$ cat config.mk
export PLATFORM = sky130hd
export DESIGN_NAME = dq_ptr_bank
export DESIGN_NICKNAME = d
export VERILOG_FILES = /design/src/rtl/dqp_pkg.sv /design/src/rtl/dqp_queue.sv /design/src/rtl/dqp_read_mux.sv /design/src/rtl/dqp_slot_addr.sv /design/src/rtl/dq_ptr_bank.sv
export SDC_FILE = /design/constraint.sdc
export NUM_CORES = 2
export LEC_CHECK = 0
export ABC_AREA = 1
export CORE_ASPECT_RATIO = 1.4
export CORE_MARGIN = 2
export CORE_UTILIZATION = 55
export CTS_CLUSTER_SIZE = 28
export DETAILED_ROUTE_END_ITERATION = 10
export PLACE_DENSITY = 0.74
export SLEW_MARGIN = 40
export SYNTH_ARGS = -nofsm -noshare
export SYNTH_HDL_FRONTEND = slang
export SYNTH_SLANG_ARGS = --single-unit
$ cat constraint.sdc
create_clock -name clk -period 5.1 [get_ports clk]
set_clock_uncertainty 0.15 [all_clocks]
set_input_delay 1.02 -clock clk [delete_from_list [all_inputs] [get_ports clk]]
set_output_delay 1.02 -clock clk [all_outputs]
set_load 0.1 [all_outputs]
$ cat src/rtl/dqp_pkg.sv
package dqp_pkg;
    localparam int PTR_W     = 16;
    localparam int LOG_W     = 4;
    localparam int CQ_W      = 16;
    localparam int BASE_W    = 64;
    localparam int DESC_LOG2 = 4;
    localparam int WIN_LOG2  = 5;

    typedef enum logic [2:0] {
        W_BASE_LO = 3'd0,
        W_BASE_HI = 3'd1,
        W_CTRL    = 3'd2,
        W_CQ      = 3'd3,
        W_HEAD    = 3'd4,
        W_GAP0    = 3'd5,
        W_TAIL    = 3'd6,
        W_GAP1    = 3'd7
    } word_e;

    typedef struct packed {
        logic [BASE_W-1:0] base;
        logic              active;
        logic [LOG_W-1:0]  log_size;
        logic [CQ_W-1:0]   cq_idx;
        logic [PTR_W-1:0]  head;
        logic [PTR_W-1:0]  tail;
    } qstate_t;
endpackage

$ cat src/rtl/dqp_queue.sv
module dqp_queue
    import dqp_pkg::*;
(
    input  logic        clk,
    input  logic        rst_n,
    input  logic        wr_en,
    input  word_e       wr_word,
    input  logic [31:0] wr_data,
    input  logic        take,
    output qstate_t     state
);
    qstate_t st_d, st_q;
    logic    can_take;

    assign can_take = take && st_q.active && (st_q.head != st_q.tail);

    always_comb begin
        st_d = st_q;
        if (wr_en) begin
            case (wr_word)
                W_BASE_LO: st_d.base[31:0]      = wr_data;
                W_BASE_HI: st_d.base[63:32]     = wr_data;
                W_CTRL: begin
                    st_d.active   = wr_data[31];
                    st_d.log_size = wr_data[LOG_W-1:0];
                end
                W_CQ:      st_d.cq_idx = wr_data[CQ_W-1:0];
                W_HEAD:    st_d.head   = wr_data[PTR_W-1:0];
                W_TAIL: begin
                    if (!st_q.active)
                        st_d.tail = wr_data[PTR_W-1:0];
                end
                default: ;
            endcase
        end
        if (can_take)
            st_d.tail = st_q.tail + 1'b1;
    end

    always_ff @(posedge clk) begin
        if (!rst_n)
            st_q <= '0;
        else
            st_q <= st_d;
    end

    assign state = st_q;

    // while enabled, only a take can move the tail
    a_r6_tail_locked: assert property (@(posedge clk) disable iff (!rst_n)
        (st_q.active && !take) |=> $stable(st_q.tail));

    // a take on a ring with work moves the tail by exactly one
    a_r10_take_step: assert property (@(posedge clk) disable iff (!rst_n)
        (take && st_q.active && st_q.head != st_q.tail) |=> (st_q.tail == $past(st_q.tail) + 16'd1));

    // the head changes only by a host write
    a_r5_head_host_only: assert property (@(posedge clk) disable iff (!rst_n)
        !(wr_en && wr_word == W_HEAD) |=> $stable(st_q.head));

    // the tail wraps from all ones to zero
    a_r11_tail_wrap: assert property (@(posedge clk) disable iff (!rst_n)
        (take && st_q.active && st_q.head != st_q.tail && st_q.tail == 16'hFFFF) |=> (st_q.tail == 16'h0000));
endmodule

$ cat src/rtl/dqp_read_mux.sv
module dqp_read_mux
    import dqp_pkg::*;
(
    input  qstate_t     st,
    input  word_e       word,
    output logic [31:0] data
);
    always_comb begin
        case (word)
            W_BASE_LO: data = st.base[31:0];
            W_BASE_HI: data = st.base[63:32];
            W_CTRL:    data = {st.active, {(31-LOG_W){1'b0}}, st.log_size};
            W_CQ:      data = {{(32-CQ_W){1'b0}}, st.cq_idx};
            W_HEAD:    data = {{(32-PTR_W){1'b0}}, st.head};
            W_TAIL:    data = {{(32-PTR_W){1'b0}}, st.tail};
            default:   data = 32'd0;
        endcase
    end
endmodule

$ cat src/rtl/dqp_slot_addr.sv
module dqp_slot_addr
    import dqp_pkg::*;
(
    input  logic [BASE_W-1:0] base,
    input  logic [LOG_W-1:0]  log_size,
    input  logic [PTR_W-1:0]  ptr,
    output logic [BASE_W-1:0] addr
);
    localparam int PAD_W = BASE_W - PTR_W - DESC_LOG2;

    logic [PTR_W-1:0] mask;
    logic [PTR_W-1:0] slot;

    always_comb begin
        mask = (PTR_W'(1) << log_size) - PTR_W'(1);
        slot = ptr & mask;
        addr = base + {{PAD_W{1'b0}}, slot, {DESC_LOG2{1'b0}}};
    end
endmodule

$ cat src/rtl/dq_ptr_bank.sv
module dq_ptr_bank
    import dqp_pkg::*;
#(
    parameter  int NUM_QUEUES = 4,
    localparam int QSEL_W     = (NUM_QUEUES > 1) ? $clog2(NUM_QUEUES) : 1,
    localparam int ADDR_W     = QSEL_W + WIN_LOG2
) (
    input  logic              clk,
    input  logic              rst_n,
    input  logic              reg_wr_en,
    input  logic              reg_rd_en,
    input  logic [ADDR_W-1:0] reg_addr,
    input  logic [31:0]       reg_wdata,
    output logic [31:0]       reg_rdata,
    input  logic [QSEL_W-1:0] cons_qsel,
    input  logic              cons_take,
    output logic              cons_has_work,
    output logic [63:0]       cons_desc_addr,
    output logic [15:0]       cons_cq_idx
);
    typedef struct packed {
        logic [31:0] rdata;
    } rd_t;

    rd_t               rd_d, rd_q;
    qstate_t           q_state [NUM_QUEUES];
    qstate_t           sel_st;
    qstate_t           rd_st;
    logic              rd_hit;
    logic [31:0]       rd_word_data;
    logic [QSEL_W-1:0] acc_q;
    word_e             acc_word;

    assign acc_q    = reg_addr[ADDR_W-1:WIN_LOG2];
    assign acc_word = word_e'(reg_addr[WIN_LOG2-1:2]);

    for (genvar k = 0; k < NUM_QUEUES; k++) begin : g_ring
        dqp_queue u_ring (
            .clk     (clk),
            .rst_n   (rst_n),
            .wr_en   (reg_wr_en && (int'(acc_q) == k)),
            .wr_word (acc_word),
            .wr_data (reg_wdata),
            .take    (cons_take && (int'(cons_qsel) == k)),
            .state   (q_state[k])
        );
    end

    always_comb begin
        sel_st = '0;
        if (int'(cons_qsel) < NUM_QUEUES)
            sel_st = q_state[cons_qsel];
        rd_hit = int'(acc_q) < NUM_QUEUES;
        rd_st  = '0;
        if (rd_hit)
            rd_st = q_state[acc_q];
    end

    dqp_read_mux u_rmux (
        .st   (rd_st),
        .word (acc_word),
        .data (rd_word_data)
    );

    dqp_slot_addr u_addr (
        .base     (sel_st.base),
        .log_size (sel_st.log_size),
        .ptr      (sel_st.tail),
        .addr     (cons_desc_addr)
    );

    always_comb begin
        rd_d = rd_q;
        if (reg_rd_en)
            rd_d.rdata = rd_hit ? rd_word_data : 32'd0;
    end

    always_ff @(posedge clk) begin
        if (!rst_n)
            rd_q <= '0;
        else
            rd_q <= rd_d;
    end

    assign reg_rdata     = rd_q.rdata;
    assign cons_has_work = sel_st.active && (sel_st.head != sel_st.tail);
    assign cons_cq_idx   = sel_st.cq_idx;

    // unused words in a window read back as zero one cycle later
    a_r7_gap_zero: assert property (@(posedge clk) disable iff (!rst_n)
        (reg_rd_en && (reg_addr[4:2] == 3'd5 || reg_addr[4:2] == 3'd7)) |=> (reg_rdata == 32'd0));
endmodule

# [After elaboration in Yosys (flattened, before gate mapping)]
# Cells that the tools add are included.
[word_totals] ff_bits=500 out_inout_bits=113
[op_classes] addsub=6 order_cmp=2 n_eq_ne=20 n_shift=1 mux=23 bitwise_logic=3 n_reduce_logical=52
[ops] operator="binary-select mux 117 bit (select 2 bit)" count=2
[ops] operator="two-way mux 117 bit" count=4
[ops] operator="two-way mux 16 bit" count=16
[ops] operator="one-hot mux 32 bit (6 select lines)" count=1
[ops] operator="inequality test 16 bit" count=5
[ops] operator="adder 16 x 1 -> 16 bit (second input constant)" count=4
[ops] operator="adder 64 x 20 -> 64 bit" count=1
[ops] operator="AND reduction 2 bit" count=20
[ops] operator="logical AND 1 bit" count=17
[ops] operator="bitwise AND 16 bit" count=1
[ops] operator="nonzero test 2 bit" count=8
[ops] operator="<< shifter 1 x 4 -> 16 bit (first input constant)" count=1
[ops] operator="subtractor 16 x 2 -> 16 bit (second input constant)" count=1
[ops] operator="AND reduction 3 bit" count=4
[ops] operator="equality test 2 bit (second input constant)" count=4
[ops] operator="inequality test 2 bit (second input constant)" count=4
[ops] operator="equality test 3 x 2 -> 1 bit (second input constant)" count=2
[ops] operator="equality test 3 bit (second input constant)" count=2
[ops] operator=">= comparator 3 bit (second input constant)" count=2
[ops] operator="inverter 2 -> 3 bit" count=2
[ops] operator="equality test 2 x 1 -> 1 bit (second input constant)" count=2
[ops] operator="logical NOT 2 bit" count=2
[ops] operator="equality test 3 x 1 -> 1 bit (second input constant)" count=1
[ops] operator="logical NOT 3 bit" count=1

# [Longest topological paths before layout]
[logic_depth] depth_word=8 ltp_mapped=31 mapped_depth_nobuf=29

# [Hierarchy]
# Synthesis repeated with hierarchy kept, for this count alone.
[unflattened] cells_unflattened=5241 hier_area_um2=32249.7
[by_module_without_submodules] module="dqp_queue" n_inst=4 cells_per_inst=719 area_each_um2=4973.5 seq_area_each_um2=2342.2
[by_module_without_submodules] module="dq_ptr_bank" n_inst=1 cells_per_inst=1408 area_each_um2=7853.8 seq_area_each_um2=640.6
[by_module_without_submodules] module="dqp_slot_addr" n_inst=1 cells_per_inst=701 area_each_um2=3330.7 seq_area_each_um2=0.0
[by_module_without_submodules] module="dqp_read_mux" n_inst=1 cells_per_inst=256 area_each_um2=1171.1 seq_area_each_um2=0.0

# [Worst setup path before layout]
# OpenSTA, ideal clock, no wires.
[synth_timing] path_type="input port to output port" startpoint="input port cons_qsel[0]" endpoint="output port cons_desc_addr[40]" arrival_time_ns=5.586 required_time_ns=3.930 slack_ns=-1.656 cell_stages=26 path_buffers=3 cell_sequence="buf_6 > buf_12 > nand2_2 > buf_4 > nor2_1 > a21oi_1 > nand3_1 > nor2_1 > nand2_1 > nor2_1 > inv_1 > ha_1 > nand2_1 > and2_0 > nor2_1 > ha_1 > nand2_1 > inv_1 > nand3_1 > o21ai_0 > nand2_1 > nand2_1 > nand2_1 > inv_1 > nand2_1 > xnor2_1"
[synth_between] elab_chain_len=8
[synth_lines] element="start, declared" line_no="dq_ptr_bank.sv:15" text="input logic [QSEL_W-1:0] cons_qsel,"
[synth_lines] element="inverter 2 -> 3 bit (implied by the code) *" line_no="dq_ptr_bank.sv:52" text="sel_st = q_state[cons_qsel];"
[synth_lines] element="binary-select mux 117 bit (select 2 bit) *" line_no="dq_ptr_bank.sv:52"
[synth_lines] element="two-way mux 117 bit (implied by the code) * (2 in a row)" line_no="dq_ptr_bank.sv:52"
[synth_lines] element="<< shifter 1 x 4 -> 16 bit" line_no="dqp_slot_addr.sv:15" text="mask = (PTR_W'(1) << log_size) - PTR_W'(1);"
[synth_lines] element="subtractor 16 x 2 -> 16 bit" line_no="dqp_slot_addr.sv:15"
[synth_lines] element="bitwise AND 16 bit" line_no="dqp_slot_addr.sv:16" text="slot = ptr & mask;"
[synth_lines] element="adder 64 x 20 -> 64 bit *" line_no="dqp_slot_addr.sv:17" text="addr = base + {{PAD_W{1'b0}}, slot, {DESC_LOG2{1'b0}}};"
[synth_lines] element="end, declared" line_no="dq_ptr_bank.sv:18" text="output logic [63:0] cons_desc_addr,"
# Every way passes the cells marked *; elsewhere a longest branch is shown, timed or not. The select of a mux whose other input is x is not followed.

# [Worst setup path after layout]
[layout_timing] startpoint="input port cons_qsel[0]" endpoint="output port cons_desc_addr[33]"
# Same word-level chain as after synthesis.

==> metrics <==
initial antenna violation count=3; largest net degree at the start of global routing=116; yosys synthesis warning count=0; die area=~58,000 µm²; worst min-delay path class=reg -> reg; drt first-iter violations=approximately 4,600; clock share of power=0.422; synth top area cells=dfxtp_1 33%, nand2_1 15%, o21ai_0 10%, a21oi_1 7.3%, nor2_1 6.2%; first-pass GRT wire length=just over 200 mm; Seq/Total Area, Yosys=0.326; post-synthesis cell area=slightly above 30,000 µm²; CTS tree=yes; CTS root buffer=clkbuf_16; Die H=about 280 µm; status=complete, but fails checks; worst reg2reg path startpoint=g_ring[2].u_ring.state[12]; Hold Path Stages=2; Flop pwr share=0.425; TNS Setup=-10.30 ns; number of remaining DRC errors=0; Filler cells=~4,800; CP endpoint kind=output pin; logic gate share of total power=0.153; placed instance area=35,900 µm²; dpl hpwl=about 94 mm; Total Routed Length=around 140 mm; Setup crit start kind=primary input; Worst R2R Path Depth=11; post-place setup slack=-0.688 ns; CTS max path bufs=3; setup slack after layout=-0.296 ns; H-tree levels=2; leading cell types in the layout, fill and taps excluded=1,111 x nand2_1, 609 x o21ai_0, 500 x dfxtp_1; Net Switching=between 2 and 3 mW; placed insts=roughly 5,700; WP data required=about 3.9 ns; later-pin clock latency in the skew report=~0.65 ns; WS Path Type=in -> out; Post-Syn Nets=around 5,000; Total GRT Usage=0.458; largest area contributor in the netlist=dfxtp_1; Pwr Total=roughly 9.4 mW; endpoints failing setup=52; port bufs=between 150 and 200; Tmin final=around 5.4 ns; Period Utilization, post-route=1.06; Clock Pin Slew Worst Setup and Hold Paths=0.06 ns; leading cell type in the layout, fill and taps excluded=nand2_1; post-layout util=0.709; Hold Fails Final Rpt=0; Switching Share=0.296; Hold-fix buffers, CTS=0; CTS buffer count=51; Final nets=5,172; Pint=6.62 mW; PD cells=between 200 and 250 nW/µm²; Post-synth EDFFs=0; violated checks=setup timing; Final Max Tran Viols=0; total congestion overflow=0; top cell type's share of synthesized area=0.326; VDD IR max=about 0.28 mV; post-synth cell types=47; Area growth syn-to-layout=27.5%; Worst-Margin Slew=approximately 0.95 ns; hold path start=reg_rdata[14]; FF-to-FF setup slack=between 2 and 2.5 ns; Die W=204 µm; Synth Register Bits=500; Synth Instances=4,939; CORE AREA=roughly 55,000 µm²; FFs w/ async S/R, synth=0; routed vias/inst=6.19; vias in the first global route=approximately 34,000; Final ANT Viol Nets=0; Slew headroom=0.365; Vias=36,400; Max Cap Viol=0; syn_area_per_cell=roughly 6.2 µm²; Peak Freq=between 0.15 and 0.2 GHz; Clock Sinks=500; final non-filler cell total=around 5,900; Ports=about 160; Min-Delay Endpoint=reg_rdata[14]; Most used DFF post-synth=dfxtp_1; Hold WS=approximately 0.31 ns; RSZ-0062 raised after global routing=true; routed len/inst=approximately 23 µm; design area=between 30,000 and 40,000 µm²; Crit path arrival time=4.23 ns; GPL Wtd Cong=~1.1; layout cells sized above 1=0.178; Crit Path Max Fanout=6; Lkg Pwr=16.2 nW; Rows=approximately 100; DRT Pass-1 Iters=8; Initial Util=0.556; Critical R2R Capture=g_ring[2].u_ring.state[9]
-- final cells by class --
class,count,area (µm²),area share
clock buffer,72,1450,0.0369
tap,728,911,0.0232
multi-input combinational,3691,20000,0.512
sequential,500,10000,0.255
inverter,379,1450,0.0371
timing repair buffer,481,5010,0.128
antenna,2,5.00,0.000128
clock inverter,24,300,0.00766
-- power groups by stage --
| stage | Combinational [mW] | Sequential (mW) | Clock, mW |
|---|---|---|---|
| floorplan | 0.737 | 4.12 | 0 |
| global placement | 1.29 | 4.09 | 0 |
| detailed placement | 1.29 | 4.09 | 0 |
| CTS | 1.34 | 4.00 | 3.96 |
| global route | 1.48 | 4.01 | 4.12 |
| finish | 1.44 | 4.00 | 3.97 |
-- flip-flops by register name, summed over array words and instances (netlist names) --
register / cells
g_ring.u_ring.state: 468
reg_rdata: 32
-- critical path, cell delays in order --
cell and delay [ns]:
buf_16 0.14, inv_6 0.07, buf_4 0.14, nand2_2 0.08, nor2_4 0.12, nor2_1 0.06, nand2b_2 0.14, nand4_1 0.16
ha_4 0.24, nand2_4 0.09, nor2_2 0.04, nor2_2 0.12, nor2_4 0.07, ha_4 0.32, nand2_4 0.08, nor2_4 0.14
inv_2 0.05, nor2_1 0.15, nand2_2 0.10, nand2_4 0.10, nand2_4 0.07, nand2_8 0.12, nand2_8 0.11, inv_2 0.08
nand3b_1 0.12, nand2_4 0.09, buf_12 0.17
-- kinds of logic (layout without fill, tap and decap cells) --
group | count (synthesis) | after routing | share of synthesized area
other cells | 1 | 3 | 0.000122
simple gates | 2216 | 2216 | 0.296
compound gates | 1327 | 1327 | 0.234
fa+ha+maj | 22 | 22 | 0.00920
buf+inv | 748 | 956 | 0.0989
flops | 500 | 500 | 0.326
xor+xnor | 125 | 125 | 0.0356
-- timing repair --
| item | 4_1_cts | 5_1_grt |
|---|---|---|
| pin swaps | 88 | 85 |
| gates resized for setup | 150 | 156 |
| buffers inserted | 19 | 18 |
| gates cloned | 0 | 1 |
| endpoints found under the setup margin | 55 | 55 |
-- cell usage after synthesis (2+ instances only) --
library cell	n
a21oi_1	448
a221oi_1	16
a22o_1	10
a22oi_1	53
a31oi_1	6
and2_1	5
buf_1	37
buf_2	64
buf_4	8
buf_6	13
clkbuf_1	244
clkbuf_2	2
clkinv_1	3
dfxtp_1	500
ha_1	21
inv_1	358
inv_2	16
inv_4	2
nand2_1	1241
nand2_2	8
nand3_1	324
nand3b_1	11
nand4_1	43
nor2_1	508
nor2_2	19
nor2_4	3
nor3_1	41
nor3_2	9
o211ai_1	40
o21ai_0	620
o21ai_1	14
o21bai_1	3
o221ai_1	24
o22ai_1	88
o31ai_1	2
xnor2_1	9
xor2_1	116
-- routing by layer --
| metal | up-vias | wire length [µm] | global-route usage |
|---|---|---|---|
| li1 | 16600 | - | - |
| met1 | 16500 | 44900 | 0.499 |
| met3 | 820 | 13800 | 0.0927 |
| met2 | 2431 | 62100 | 0.728 |
| met5 | - | 13 | 0 |
| met4 | 2 | 16500 | 0.452 |
-- worst max path at each step --
| stage | slack [ns] | to | startpoint |
|---|---|---|---|
| after floorplan | -0.58 | cons_desc_addr[48] | cons_qsel[0] |
| after global placement | -0.59 | cons_desc_addr[42] | cons_qsel[1] |
| after detailed placement | -0.69 | cons_desc_addr[32] | cons_qsel[1] |
| after CTS | -0.26 | cons_desc_addr[32] | cons_qsel[0] |
| after global routing | -0.42 | cons_desc_addr[33] | cons_qsel[1] |
| final | -0.30 | cons_desc_addr[33] | cons_qsel[0] |
Note: power is estimated with default switching activity, not from simulation.
